<file path="src/rtl/wdog_pkg.sv">
package wdog_pkg;
  // field layout of the control word (software-visible, fixed)
  localparam int BIT_RST  = 0;
  localparam int BIT_IRQ  = 2;
  localparam int SEL_LO   = 3;
  localparam int BIT_RUN  = 5;
  localparam int PRE_LO   = 8;
  localparam int BIT_DBG  = 16;
  localparam int PRE_BITS = 8;
  localparam int SEL_BITS = 2;

  // byte offsets
  localparam logic [3:0] OFS_CTRL = 4'h0;
  localparam logic [3:0] OFS_DATA = 4'h4;
  localparam logic [3:0] OFS_CNT  = 4'h8;
  localparam logic [3:0] OFS_ICLR = 4'hC;

  typedef struct packed {
    logic                dbg_mask;
    logic [PRE_BITS-1:0] presc;
    logic                run;
    logic [SEL_BITS-1:0] div_sel;
    logic                irq_en;
    logic                rst_en;
  } ctrl_t;

  function automatic ctrl_t ctrl_from_word(input logic [31:0] w);
    ctrl_t c;
    c.rst_en   = w[BIT_RST];
    c.irq_en   = w[BIT_IRQ];
    c.div_sel  = w[SEL_LO +: SEL_BITS];
    c.run      = w[BIT_RUN];
    c.presc    = w[PRE_LO +: PRE_BITS];
    c.dbg_mask = w[BIT_DBG];
    return c;
  endfunction

  function automatic logic [31:0] ctrl_to_word(input ctrl_t c);
    logic [31:0] w;
    w = '0;
    w[BIT_RST]              = c.rst_en;
    w[BIT_IRQ]              = c.irq_en;
    w[SEL_LO +: SEL_BITS]   = c.div_sel;
    w[BIT_RUN]              = c.run;
    w[PRE_LO +: PRE_BITS]   = c.presc;
    w[BIT_DBG]              = c.dbg_mask;
    return w;
  endfunction
endpackage

</file>
<file path="src/rtl/wdog_regs.sv">
module wdog_regs
  import wdog_pkg::*;
#(
  parameter int ADDR_W = 4,
  parameter int CNT_W = 16,
  parameter logic [CNT_W-1:0] RESET_VAL = 16'h8000
) (
  input  logic              clk,
  input  logic              rst_n,
  input  logic              req,
  input  logic              wr,
  input  logic [ADDR_W-1:0] addr,
  input  logic [31:0]       wdata,
  input  logic [CNT_W-1:0]  live_cnt,
  output ctrl_t             ctrl,
  output logic [CNT_W-1:0]  data_q,
  output logic              cnt_wr,
  output logic              iclr_wr,
  output logic [31:0]       rdata
);
  localparam int PAD_W = 32 - CNT_W;

  logic hit_ctrl, hit_data, hit_cnt, hit_iclr;
  logic ctrl_wr, data_wr;
  ctrl_t ctrl_nxt;
  logic unused_wbits;

  assign hit_ctrl = (addr == ADDR_W'(OFS_CTRL));
  assign hit_data = (addr == ADDR_W'(OFS_DATA));
  assign hit_cnt  = (addr == ADDR_W'(OFS_CNT));
  assign hit_iclr = (addr == ADDR_W'(OFS_ICLR));

  assign ctrl_wr = req && wr && hit_ctrl;
  assign data_wr = req && wr && hit_data;
  assign cnt_wr  = req && wr && hit_cnt;
  assign iclr_wr = req && wr && hit_iclr;

  assign ctrl_nxt = ctrl_from_word(wdata);
  assign unused_wbits = ^{wdata[31:17], wdata[7:6], wdata[1]};

  always_ff @(posedge clk) begin
    if (!rst_n) begin
      ctrl   <= '0;
      data_q <= RESET_VAL;
    end else begin
      if (ctrl_wr) ctrl   <= ctrl_nxt;
      if (data_wr) data_q <= wdata[CNT_W-1:0];
    end
  end

  always_comb begin
    rdata = '0;
    if (req && !wr) begin
      if (hit_ctrl)      rdata = ctrl_to_word(ctrl);
      else if (hit_data) rdata = {{PAD_W{1'b0}}, data_q};
      else if (hit_cnt)  rdata = {{PAD_W{1'b0}}, live_cnt};
      else               rdata = '0;  // clear register and holes read 0
    end
  end
endmodule

</file>
<file path="src/rtl/wdog_tick.sv">
module wdog_tick #(
  parameter int PRESC_W = 8,
  parameter int SEL_W = 2,
  parameter int DIV_BASE_LOG2 = 4
) (
  input  logic               clk,
  input  logic               rst_n,
  input  logic               run,
  input  logic               restart,
  input  logic [PRESC_W-1:0] presc,
  input  logic [SEL_W-1:0]   div_sel,
  output logic               tick
);
  localparam int SEL_N = 1 << SEL_W;
  localparam int DIV_W = DIV_BASE_LOG2 + SEL_N - 1;

  logic [DIV_W-1:0]   div_lim [SEL_N];
  logic [PRESC_W-1:0] pre_q;
  logic [DIV_W-1:0]   div_q;
  logic               pre_hit, div_hit;

  // terminal count of the divider stage for each selection: 2^(base+g) - 1
  for (genvar g = 0; g < SEL_N; g++) begin : g_lim
    assign div_lim[g] = {DIV_W{1'b1}} >> (SEL_N - 1 - g);
  end

  assign pre_hit = (pre_q == presc);
  assign div_hit = (div_q == div_lim[div_sel]);
  assign tick    = run && pre_hit && div_hit;

  always_ff @(posedge clk) begin
    if (!rst_n || restart || !run) begin
      pre_q <= '0;
      div_q <= '0;
    end else if (pre_hit) begin
      pre_q <= '0;
      div_q <= div_hit ? '0 : div_q + 1'b1;
    end else begin
      pre_q <= pre_q + 1'b1;
    end
  end
endmodule

</file>
<file path="src/rtl/wdog_count.sv">
module wdog_count #(
  parameter int CNT_W = 16,
  parameter logic [CNT_W-1:0] RESET_VAL = 16'h8000
) (
  input  logic             clk,
  input  logic             rst_n,
  input  logic             tick,
  input  logic             load,
  input  logic [CNT_W-1:0] load_val,
  input  logic [CNT_W-1:0] reload_val,
  input  logic             irq_en,
  input  logic             rst_en,
  input  logic             iclr,
  output logic [CNT_W-1:0] cnt,
  output logic             expire,
  output logic             irq_pend,
  output logic             rst_hit
);
  assign expire = tick && !load && (cnt == '0);

  always_ff @(posedge clk) begin
    if (!rst_n) begin
      cnt <= RESET_VAL;
    end else if (load) begin
      cnt <= load_val;
    end else if (tick) begin
      cnt <= (cnt == '0) ? reload_val : cnt - 1'b1;
    end
  end

  always_ff @(posedge clk) begin
    if (!rst_n) begin
      irq_pend <= 1'b0;
      rst_hit  <= 1'b0;
    end else begin
      if (expire && irq_en) irq_pend <= 1'b1;
      else if (iclr)        irq_pend <= 1'b0;
      if (expire && rst_en) rst_hit  <= 1'b1;
    end
  end
endmodule

</file>
<file path="src/rtl/wdog_timer.sv">
module wdog_timer
  import wdog_pkg::*;
#(
  parameter int ADDR_W = 4,
  parameter int CNT_W = 16,
  parameter int DIV_BASE_LOG2 = 4,
  parameter logic [CNT_W-1:0] RESET_VAL = 16'h8000
) (
  input  logic              clk,
  input  logic              rst_n,
  input  logic              bus_req,
  input  logic              bus_wr,
  input  logic [ADDR_W-1:0] bus_addr,
  input  logic [31:0]       bus_wdata,
  output logic [31:0]       bus_rdata,
  input  logic              dbg_ack,
  output logic              irq,
  output logic              rst_req
);
  ctrl_t            ctrl_q;
  logic [CNT_W-1:0] data_q, cnt, wr_val;
  logic             cnt_wr, iclr_wr, tick, expire, irq_pend, rst_hit;
  logic             run, dbg_mask, quiet;

  assign run      = ctrl_q.run;
  assign dbg_mask = ctrl_q.dbg_mask;
  assign wr_val   = bus_wdata[CNT_W-1:0];

  wdog_regs #(.ADDR_W(ADDR_W), .CNT_W(CNT_W), .RESET_VAL(RESET_VAL)) u_regs (
    .clk(clk), .rst_n(rst_n), .req(bus_req), .wr(bus_wr), .addr(bus_addr),
    .wdata(bus_wdata), .live_cnt(cnt), .ctrl(ctrl_q), .data_q(data_q),
    .cnt_wr(cnt_wr), .iclr_wr(iclr_wr), .rdata(bus_rdata)
  );

  wdog_tick #(.PRESC_W(PRE_BITS), .SEL_W(SEL_BITS), .DIV_BASE_LOG2(DIV_BASE_LOG2)) u_tick (
    .clk(clk), .rst_n(rst_n), .run(run), .restart(cnt_wr),
    .presc(ctrl_q.presc), .div_sel(ctrl_q.div_sel), .tick(tick)
  );

  wdog_count #(.CNT_W(CNT_W), .RESET_VAL(RESET_VAL)) u_count (
    .clk(clk), .rst_n(rst_n), .tick(tick), .load(cnt_wr), .load_val(wr_val),
    .reload_val(data_q), .irq_en(ctrl_q.irq_en), .rst_en(ctrl_q.rst_en),
    .iclr(iclr_wr), .cnt(cnt), .expire(expire), .irq_pend(irq_pend),
    .rst_hit(rst_hit)
  );

  assign quiet   = dbg_mask && dbg_ack;
  assign irq     = irq_pend && !quiet;
  assign rst_req = rst_hit && !quiet;
endmodule

</file>
<file path="config.mk">
export PLATFORM = sky130hd
export DESIGN_NAME = wdog_timer
export DESIGN_NICKNAME = d
export VERILOG_FILES = /design/src/rtl/wdog_pkg.sv /design/src/rtl/wdog_regs.sv /design/src/rtl/wdog_tick.sv /design/src/rtl/wdog_count.sv /design/src/rtl/wdog_timer.sv
export SDC_FILE = /design/constraint.sdc
export NUM_CORES = 1
export LEC_CHECK = 0
export ABC_AREA = 1
export BUFFER_PORTS_ARGS = -buffer_cell sky130_fd_sc_hd__buf_2
export CAP_MARGIN = 10
export CORE_ASPECT_RATIO = 0.9
export CORE_MARGIN = 3
export CORE_UTILIZATION = 40
export CTS_BUF_LIST = sky130_fd_sc_hd__clkbuf_16
export DETAILED_ROUTE_END_ITERATION = 12
export PLACE_DENSITY = 0.67
export SETUP_SLACK_MARGIN = 0.15
export SYNTH_ARGS = -nofsm -noshare
export SYNTH_HDL_FRONTEND = slang
export SYNTH_HIERARCHICAL = 1
export SYNTH_SLANG_ARGS = --single-unit
</file>
<file path="constraint.sdc">
create_clock -name clk -period 2.87 [get_ports clk]
set_input_delay 0.574 -clock clk [delete_from_list [all_inputs] [get_ports clk]]
set_output_delay 0.574 -clock clk [all_outputs]
set_load 0.02 [all_outputs]
</file>
# Word level (Yosys, flattened, before mapping)

Cells that the tools add are included.

Order comparisons: 1
$mul: 0
Equal/unequal tests: 5
Reductions and logical operators: 27
Div/mod/pow operators: 0
Bitwise operators: 1
Shifts and indexed selects: 0
Add/sub/neg operators: 3
Muxes and demuxes: 13

Operator list:

| kind                                                | count |
|---|---|
| 2-to-1 mux 32 bit                                   | 3 |
| 2-to-1 mux 16 bit                                   | 4 |
| 2-to-1 mux 7 bit                                    | 3 |
| zero test 16 bit                                    | 1 |
| subtractor 16 x 1 -> 16 bit (second input constant) | 1 |
| logical AND 1 bit                                   | 15 |
| binary-select mux 7 bit (select 2 bit)              | 1 |
| adder 8 x 1 -> 8 bit (second input constant)        | 1 |
| == test 4 bit (second input constant)               | 2 |
| == test 8 bit                                       | 1 |
| adder 7 x 1 -> 7 bit (second input constant)        | 1 |
| == test 7 bit                                       | 1 |
| zero test 1 bit                                     | 5 |
| == test 4 x 3 -> 1 bit (second input constant)      | 1 |
| zero test 4 bit                                     | 1 |
| nonzero test 2 bit                                  | 2 |
| >= comparator 3 bit (second input constant)         | 1 |
| inverter 2 -> 3 bit                                 | 1 |
| logical OR 1 bit                                    | 2 |
| 2-to-1 mux 1 bit                                    | 2 |
| OR reduction 2 bit                                  | 1 |

Bits in writable memories: 0
Bits in latches: 0
Memories: 0
Flip-flop bits (word level): 63
Output and inout bits: 34
Bits in read-only memories: 0

# Longest topological paths before layout

Gate-level depths: netlist of the first run.

Word-level depth: 10
Gate-level depth with buffers: 15

# By module

Netlist of the first run, hierarchy kept.

Modules (own cells, without submodules):

| module     | sequential area each (um2) | times used | cells each | area each (um2) |
|---|---|---|---|---|
| wdog_regs  | 600.6                      | 1          | 305        | 1886.8 |
| wdog_count | 360.3                      | 1          | 239        | 1511.4 |
| wdog_tick  | 300.3                      | 1          | 186        | 1058.5 |
| wdog_timer | 0.0                        | 1          | 4          | 17.5 |

# Worst setup path after synthesis of the first run

OpenSTA, ideal clock, no wires.

Path kind: input -> output
From: input bus_addr[1]
To: output bus_rdata[13]
Data arrival time: 1547 ps
Buffers on the path: 2
Cell stages on the path: 5
Slack: 749 ps
Required time: 2296 ps
Cells stage by stage: nor2_4 buf_2 buf_4 o211ai_1 a21oi_1

Word-level cells in the longest chain between the ends: 5
Elaborated cells on any way between the ends: 7
Classes of those cells: 2 x eq/ne; 4 x mux; 1 x reduce/logical

RTL lines:

| what                  | line             | RTL |
|---|---|---|
| from (decl)           | wdog_timer.sv:13 | `input logic [ADDR_W-1:0] bus_addr,` |
| == test 4 bit         | wdog_regs.sv:30  | `assign hit_cnt = (addr == ADDR_W'(OFS_CNT));` |
| 2-to-1 mux 16 bit     | wdog_regs.sv:56  | `else if (hit_cnt) rdata = {{PAD_W{1'b0}}, live_cnt};` |
| 2-to-1 mux 32 bit     | wdog_regs.sv:55  | `else if (hit_data) rdata = {{PAD_W{1'b0}}, data_q};` |
| 2-to-1 mux 32 bit (*) | wdog_regs.sv:54  | `if (hit_ctrl) rdata = ctrl_to_word(ctrl);` |
| 2-to-1 mux 32 bit (*) | wdog_regs.sv:53  | `if (req && !wr) begin` |
| to (decl)             | wdog_timer.sv:15 | `output logic [31:0] bus_rdata,` |

Every way passes the cells marked *; elsewhere a longest branch is shown, timed or not.

# Worst setup path after layout of the first run

From: register u_tick.div_q[0]
To: register u_count.cnt[8]

Word-level cells in the longest chain between the ends: 3

RTL lines:

| what                         | line             | RTL |
|---|---|---|
| from (decl)                  | wdog_tick.sv:19  | `logic [DIV_W-1:0] div_q;` |
| from (signal assigned)       | wdog_tick.sv:37  | `div_q <= div_hit ? '0 : div_q + 1'b1;` |
| == test 7 bit                | wdog_tick.sv:28  | `assign div_hit = (div_q == div_lim[div_sel]);` |
| logical AND 1 bit            | wdog_tick.sv:29  | `assign tick = run && pre_hit && div_hit;` |
| net tick                     | wdog_timer.sv:22 | `logic cnt_wr, iclr_wr, tick, expire, irq_pend, rst_hit;` |
| nonzero test 2 bit (no line) | --               |  |
| to (signal assigned)         | wdog_count.sv:25 | `cnt <= load_val;` |
| to (signal assigned)         | wdog_count.sv:27 | `cnt <= (cnt == '0) ? reload_val : cnt - 1'b1;` |
| to (decl)                    | wdog_count.sv:14 | `output logic [CNT_W-1:0] cnt,` |

The timed path passes the listed nets, and every way through them passes these cells.
A chain may end at the register's enable or synchronous reset.

==> metrics.csv, run 1 <==
stage;metric;value;unit
status;status;finished clean;
timing;fin. max-slew vios;0;
cells_and_area;n_diodes;0;
flow_run;max cap viols;0;
timing;final worst setup slack;436;ps
cells_and_area;nets@finish;819;
worst_hold_path;Hold Path Class;reg2reg;
critical_path;WP data arrival;2690;ps
synth;Unique masters post-synth;33;
placement;number of buffers added on ports;44;
clock_tree;clk sink count;63;
cells_and_area;Area Growth Syn to Fin;12.0;%
route;Routed WL per cell;12.8;um
global_route;global-route usage over all layers;19.4;%
power_and_ir_drop;combinational power share;10.4;%
route;post-DR vias/cell;4.86;
synth;number of synthesized register bits;63;
die;Die W;117;um
clock_tree;CTS tree;done;
timing;RSZ-0062 raised after global routing;false;
global_route;largest net degree at the start of global routing;32;
power_and_ir_drop;PwrDens;411;mW/mm2
cells_and_area;fraction of layout cells with a size suffix above 1;14.2;%
synth;yosys warns;6;
placement;Post-Place Cells;911;
timing;slew margin rel.;30.5;%
power_and_ir_drop;worst vdd ir;0.000234;V
critical_path;r2r worst-path depth;11;
critical_path;critical path type;reg2reg;
synth;Synth area leader;dfxtp_1;
cells_and_area;commonest non-fill, non-tap cell in the layout;nand2_1;
clock_tree;postcts setup bufs;0;
worst_hold_path;Worst Hold Launch;u_count/irq_pend$_SDFFE_PN0P_;
power_and_ir_drop;Switching Power;547;uW
synth;number of synthesized flops with an enable pin;0;
power_and_ir_drop;Net Sw Frac;26.6;%
timing;endpoints failing hold;0;
timing;final period demand of the worst path;2430;ps
clock_tree;# hold bufs at CTS;0;
synth;Avg Synthesized Cell Area;6.10;um2
timing;setup_tns;0;ps
cells_and_area;commonest cells after routing, fill and taps aside;nand2_1 (196), nor2_1 (113), inv_1 (103);
cells_and_area;Post-Layout Cell Count;927;
global_route;vias in the first global route;4025;
route;vias;4505;
power_and_ir_drop;leakage;2.40;nW
synth;Area contributors post-synth;dfxtp_1 (28%), nand2_1 (16%), nor2_1 (9.5%), inv_1 (8.6%), nand3_1 (7.9%);
clock_tree;root buf cell;clkbuf_16;
timing;Fin Clk Skew;5.74;ps
synth;Yosys top cell area share;28.2;%
clock_tree;TritonCTS Buffers;9;
critical_path;FF-to-FF End;u_count/cnt[8]$_SDFFE_PN0P_;
route;Post-Route WL;11800;um
die;core area;0.0106;mm2
critical_path;R2R setup slack;440;ps
worst_hold_path;hold depth;2;
route;iteration-0 DRC count of the detailed router;322;
critical_path;type of origin of the critical path;flip-flop;
clock_tree;H-tree levels;3;
critical_path;crit-path max FO;13;
global_route;initial antenna violation count;0;
power_and_ir_drop;Pint;1.51;mW
die;# IOs;75;
clock_tree;post-CTS resize count;0;
die;Rows;35;
route;antenna viol nets, final;0;
timing;fmax;411;MHz
die;full die area;0.0125;mm2
critical_path;Crit path required time;3130;ps
critical_path;Reg2Reg Launch Point;u_tick/div_q[0]$_SDFFE_PP0N_;
power_and_ir_drop;clock share of power;46.4;%
timing;Final period util;84.8;%
clock_tree;clock buffer depth;2;
clock_tree;clock slew at reported path FFs;50;ps
route;final routed DRC violation total;0;
synth;Async SR Flop Fraction;0;%
timing;# setup viols final;0;
global_route;GRT Residual Overflow;0;
placement;gp weighted congestion;0.917;
clock_tree;worst skew pair latency;330;ps
synth;ys flop type;dfxtp_1;
placement;Final HPWL DP;8520;um
die;Die Height;106;um
global_route;first-pass GRT wire length;19900;um
route;DRT Pass-1 Iters;5;
cells_and_area;fin util;47.5;%
synth;Post-Syn Instances;734;
critical_path;endpoint class of the critical path;flip-flop;
placement;Place WS;453;ps
synth;mapped cell area;0.00447;mm2
die;Starting Density;42.4;%
timing;worst-margin pin slew;1040;ps
synth;post-synthesis sequential area ratio;28.2;%
power_and_ir_drop;sequential share of power;43.2;%
worst_hold_path;Worst Hold End;u_count/irq_pend$_SDFFE_PN0P_;
[kinds of logic (layout without fill, tap and decap cells)]
family	after synthesis	after routing	share of synthesized area (%)
simple gates	428	428	43.3
buf+inv	149	180	15.1
compound gates	83	83	11.1
flops	63	63	28.2
xor+xnor	6	6	1.17
fa+ha+maj	4	4	1.12
other cells	1	15	0.0838
[per-stage QoR]
stage | total power [mW] | hold slack, ps | area (um2)
after detailed placement | 1.12 | 459 | 4750
after floorplan | 1.07 | 437 | 4530
after CTS | 2.09 | 466 | 5010
after global placement | 1.12 | 459 | 4750
after global routing | 2.15 | 496 | 5010
final | 2.06 | 468 | 5010
[layer usage]
layer  up-vias  GRT usage, %  wire length [um]
li1       2353             -                 -
met1      1976          27.7              5740
met4         0          6.03               215
met2       161          29.2              4900
met5         -             0                 0
met3        15          4.31               973
[worst max path at each step]
stage                                       startpoint                     endpoint  depth (start not counted)
after detailed placement  u_tick/div_q[0]$_SDFFE_PP0N_  u_count/cnt[8]$_SDFFE_PN0P_                         11
after global routing      u_tick/div_q[0]$_SDFFE_PP0N_  u_count/cnt[8]$_SDFFE_PN0P_                         11
after floorplan                            bus_addr[1]                bus_rdata[13]                          5
final                     u_tick/div_q[0]$_SDFFE_PP0N_  u_count/cnt[8]$_SDFFE_PN0P_                         11
after CTS                 u_tick/div_q[0]$_SDFFE_PP0N_  u_count/cnt[8]$_SDFFE_PN0P_                         11
after global placement    u_tick/div_q[0]$_SDFFE_PP0N_  u_count/cnt[8]$_SDFFE_PN0P_                         11
[registers in the layout, summed over array words and instances, names as in the netlist]
register	count
u_count/cnt	16
u_regs/data_q	16
u_regs/ctrl	14
u_tick/pre_q	8
u_tick/div_q	7
u_count/irq_pend	1
u_count/rst_hit	1
[cells in the mapped netlist (5+ instances only)]
library cell / count
a21oi_1: 41
a22oi_1: 15
buf_2: 8
buf_4: 20
clkbuf_1: 9
dfxtp_1: 63
inv_1: 102
inv_2: 5
nand2_1: 196
nand2_2: 6
nand3_1: 71
nand3_2: 10
nand3b_1: 7
nor2_1: 113
nor2_2: 7
nor2_4: 6
o211ai_1: 13
o21ai_0: 11
[cell type report]
| cell class | count | area [um2] |
|---|---|---|
| clock buffer | 9 | 225 |
| clock inverter | 7 | 31.3 |
| fill | 1133 | 5540 |
| inverter | 108 | 405 |
| multi-input combinational | 536 | 2590 |
| sequential | 63 | 1260 |
| tap | 148 | 185 |
| timing repair buffer | 56 | 310 |
[power groups by stage]
stage | clock network, mW | logic [mW] | registers [mW]
detailed placement | 0 | 0.213 | 0.909
global placement | 0 | 0.213 | 0.909
floorplan | 0 | 0.159 | 0.907
CTS | 0.982 | 0.214 | 0.890
global route | 1.02 | 0.239 | 0.891
finish | 0.955 | 0.215 | 0.890
[worst max-delay path, stage by stage (launching register included)]
cell and delay [ps]:
dfxtp_1 330, ha_1 240, nand3_1 110, nor2_1 50
nand3_1 160, inv_1 60, nand2_1 80, nor2_1 60
nor2_1 780, buf_4 280, a22oi_1 60, a21oi_1 150
Note: power is estimated with default switching activity, not from simulation.
==> inputs of run 2 (changes only) <==
--- a/config.mk
+++ b/config.mk
@@ -5,7 +5,7 @@
 export SDC_FILE = /design/constraint.sdc
 export NUM_CORES = 1
 export LEC_CHECK = 0
-export ABC_AREA = 1
+export ABC_AREA = 0
 export BUFFER_PORTS_ARGS = -buffer_cell sky130_fd_sc_hd__buf_2
 export CAP_MARGIN = 10
 export CORE_ASPECT_RATIO = 0.9
@@ -13,7 +13,7 @@
 export CORE_UTILIZATION = 40
 export CTS_BUF_LIST = sky130_fd_sc_hd__clkbuf_16
 export DETAILED_ROUTE_END_ITERATION = 12
-export PLACE_DENSITY = 0.67
+export PLACE_DENSITY = 0.68
 export SETUP_SLACK_MARGIN = 0.15
 export SYNTH_ARGS = -nofsm -noshare
 export SYNTH_HDL_FRONTEND = slang
==> constraint.sdc (replaced) <==
create_clock -name clk -period 2.4 [get_ports clk]
set_input_delay 0.48 -clock clk [delete_from_list [all_inputs] [get_ports clk]]
set_output_delay 0.48 -clock clk [all_outputs]
set_load 0.02 [all_outputs]
==> run 2 against run 1 <==
Against the previous run: combinational power hardly changed; clock skew increased by 0.83 ps; final cell count down 29%; total power is 24% higher; final area fell by 5.6%; clock-buffer cell count stayed put; die area shrank 13%; critical endpoint is now u_count/cnt[12]$_SDFFE_PN0P_; largest power group unchanged; highest routed layer unchanged.
==> metrics.csv, run 2 <==
stage;metric;value;unit
cells_and_area;commonest non-fill, non-tap cell in the layout;nand2_1;
die;full die area;0.0109;mm2
clock_tree;H-tree levels;3;
cells_and_area;fin util;50.9;%
placement;Final HPWL DP;7700;um
cells_and_area;fraction of layout cells with a size suffix above 1;25.6;%
clock_tree;# hold bufs at CTS;0;
critical_path;R2R setup slack;190;ps
clock_tree;clock buffer depth;2;
placement;Post-Place Cells;636;
route;post-DR vias/cell;5.87;
route;iteration-0 DRC count of the detailed router;262;
power_and_ir_drop;PwrDens;538;mW/mm2
die;Starting Density;41.8;%
synth;Avg Synthesized Cell Area;8.31;um2
timing;final period demand of the worst path;2210;ps
route;DRT Pass-1 Iters;5;
cells_and_area;nets@finish;579;
cells_and_area;commonest cells after routing, fill and taps aside;nand2_1 (69), dfxtp_1 (58), buf_2 (42);
timing;slew margin rel.;39.6;%
timing;fmax;454;MHz
placement;number of buffers added on ports;44;
timing;endpoints failing hold;0;
power_and_ir_drop;leakage;2.09;nW
global_route;vias in the first global route;3587;
clock_tree;CTS tree;done;
timing;setup_tns;0;ps
die;Die Height;99.5;um
timing;Final period util;91.9;%
timing;worst-margin pin slew;905;ps
die;core area;0.00929;mm2
critical_path;WP data arrival;2410;ps
route;vias;3878;
timing;# setup viols final;0;
critical_path;critical path type;reg2reg;
timing;hold_ws;407;ps
flow_run;max cap viols;0;
critical_path;type of origin of the critical path;flip-flop;
status;status;finished clean;
route;Routed WL per cell;17.5;um
synth;yosys warns;6;
worst_hold_path;Hold Path Class;in2reg;
route;Post-Route WL;11600;um
cells_and_area;Largest regs;u_count/cnt x16, u_regs/data_q x16, u_regs/ctrl x14;
die;Rows;33;
global_route;largest net degree at the start of global routing;26;
clock_tree;clock slew at reported path FFs;60;ps
clock_tree;root buf cell;clkbuf_16;
global_route;GRT Residual Overflow;0;
route;antenna viol nets, final;0;
clock_tree;clk sink count;63;
global_route;first-pass GRT wire length;17600;um
critical_path;crit-path max FO;6;
die;Die W;110;um
die;# IOs;75;
placement;gp weighted congestion;0.916;
global_route;initial antenna violation count;0;
timing;RSZ-0062 raised after global routing;true;
route;final routed DRC violation total;0;
clock_tree;TritonCTS Buffers;9;
clock_tree;worst skew pair latency;330;ps
cells_and_area;Post-Layout Cell Count;661;
critical_path;Crit path required time;2610;ps
synth;Post-Syn Instances;467;
cells_and_area;n_diodes;0;
timing;Fin Clk Skew;6.56;ps
power_and_ir_drop;worst vdd ir;0.000260;V
cells_and_area;Area Growth Syn to Fin;21.9;%
synth;mapped cell area;0.00388;mm2
timing;fin. max-slew vios;0;
critical_path;endpoint class of the critical path;flip-flop;
power_and_ir_drop;total power;2.55;mW
global_route;global-route usage over all layers;20.5;%
-- run 2: cell types whose count changed in the layout (fill, tap and decap cells not counted), moves of 11 or more --
cell,before,now
nor3b_1,0,12
nor3_1,4,18
inv_1,103,6
a22oi_1,15,4
nand2_1,196,69
mux2i_1,0,33
o221ai_1,0,12
o211ai_1,13,2
buf_4,12,40
nor2_1,113,30
nand3_1,71,9
-- run 2: layer usage --
| metal | part of all wire [%] | wire, um | global-route usage [%] | up-vias |
|---|---|---|---|---|
| met3 | 7.6 | 878 | 4.22 | 25 |
| met5 | 0 | 0 | 0 | - |
| met1 | 46 | 5380 | 28.1 | 1829 |
| li1 | - | - | - | 1819 |
| met2 | 44 | 5050 | 31.0 | 205 |
| met4 | 2.3 | 264 | 9.01 | 0 |
-- run 2: timing repair --
action / in CTS / in global routing
cloned: 1 / 1
buffers inserted: 2 / 5
endpoints found under the setup margin: 16 / 17
pin swaps: 5 / 8
gates resized for setup: 4 / 29
-- run 2: final cells by class --
class / count / area (um2)
clock buffers: 9 / 225
clock inverters: 7 / 66.3
fillers: 878 / 4560
inverters: 7 / 26.3
multi-input cells: 368 / 2450
flip-flops and latches: 63 / 1270
well taps: 122 / 153
repair buffers: 85 / 544
-- run 2: power by group --
| group | switching, mW | total [mW] | internal (mW) |
|---|---|---|---|
| Sequential | 0.00606 | 1.06 | 1.05 |
| Clock | 0.477 | 1.27 | 0.795 |
| Combinational | 0.140 | 0.216 | 0.0757 |
-- run 2: path summary, 6_finish.rpt --
check                                       end                     startpoint  cells after the start
setup reg to reg   u_count/cnt[12]$_SDFFE_PN0P_    u_count/cnt[1]$_SDFFE_PN0P_                      7
hold reg to reg   u_regs/data_q[7]$_SDFFE_PN0P_  u_regs/data_q[7]$_SDFFE_PN0P_                      2
hold / removal    u_regs/data_q[7]$_SDFFE_PN0P_                   bus_wdata[7]                      3
setup / recovery   u_count/cnt[12]$_SDFFE_PN0P_    u_count/cnt[1]$_SDFFE_PN0P_                      7
-- run 2: critical path, stage by stage (launching register included) --
cell and delay, ps:
dfxtp_1 360, inv_2 90, ha_1 150, or4b_4 470, or4_4 560, buf_4 190
o221ai_1 180, a22oi_1 90
-- run 2: through the flow --
step / instance area, um2 / setup slack (ps)
floorplan: 3960 / 94.0
global placement: 4250 / 102
detailed placement: 4250 / -22.7
CTS: 4590 / 149
global route: 4730 / 111
finish: 4730 / 195
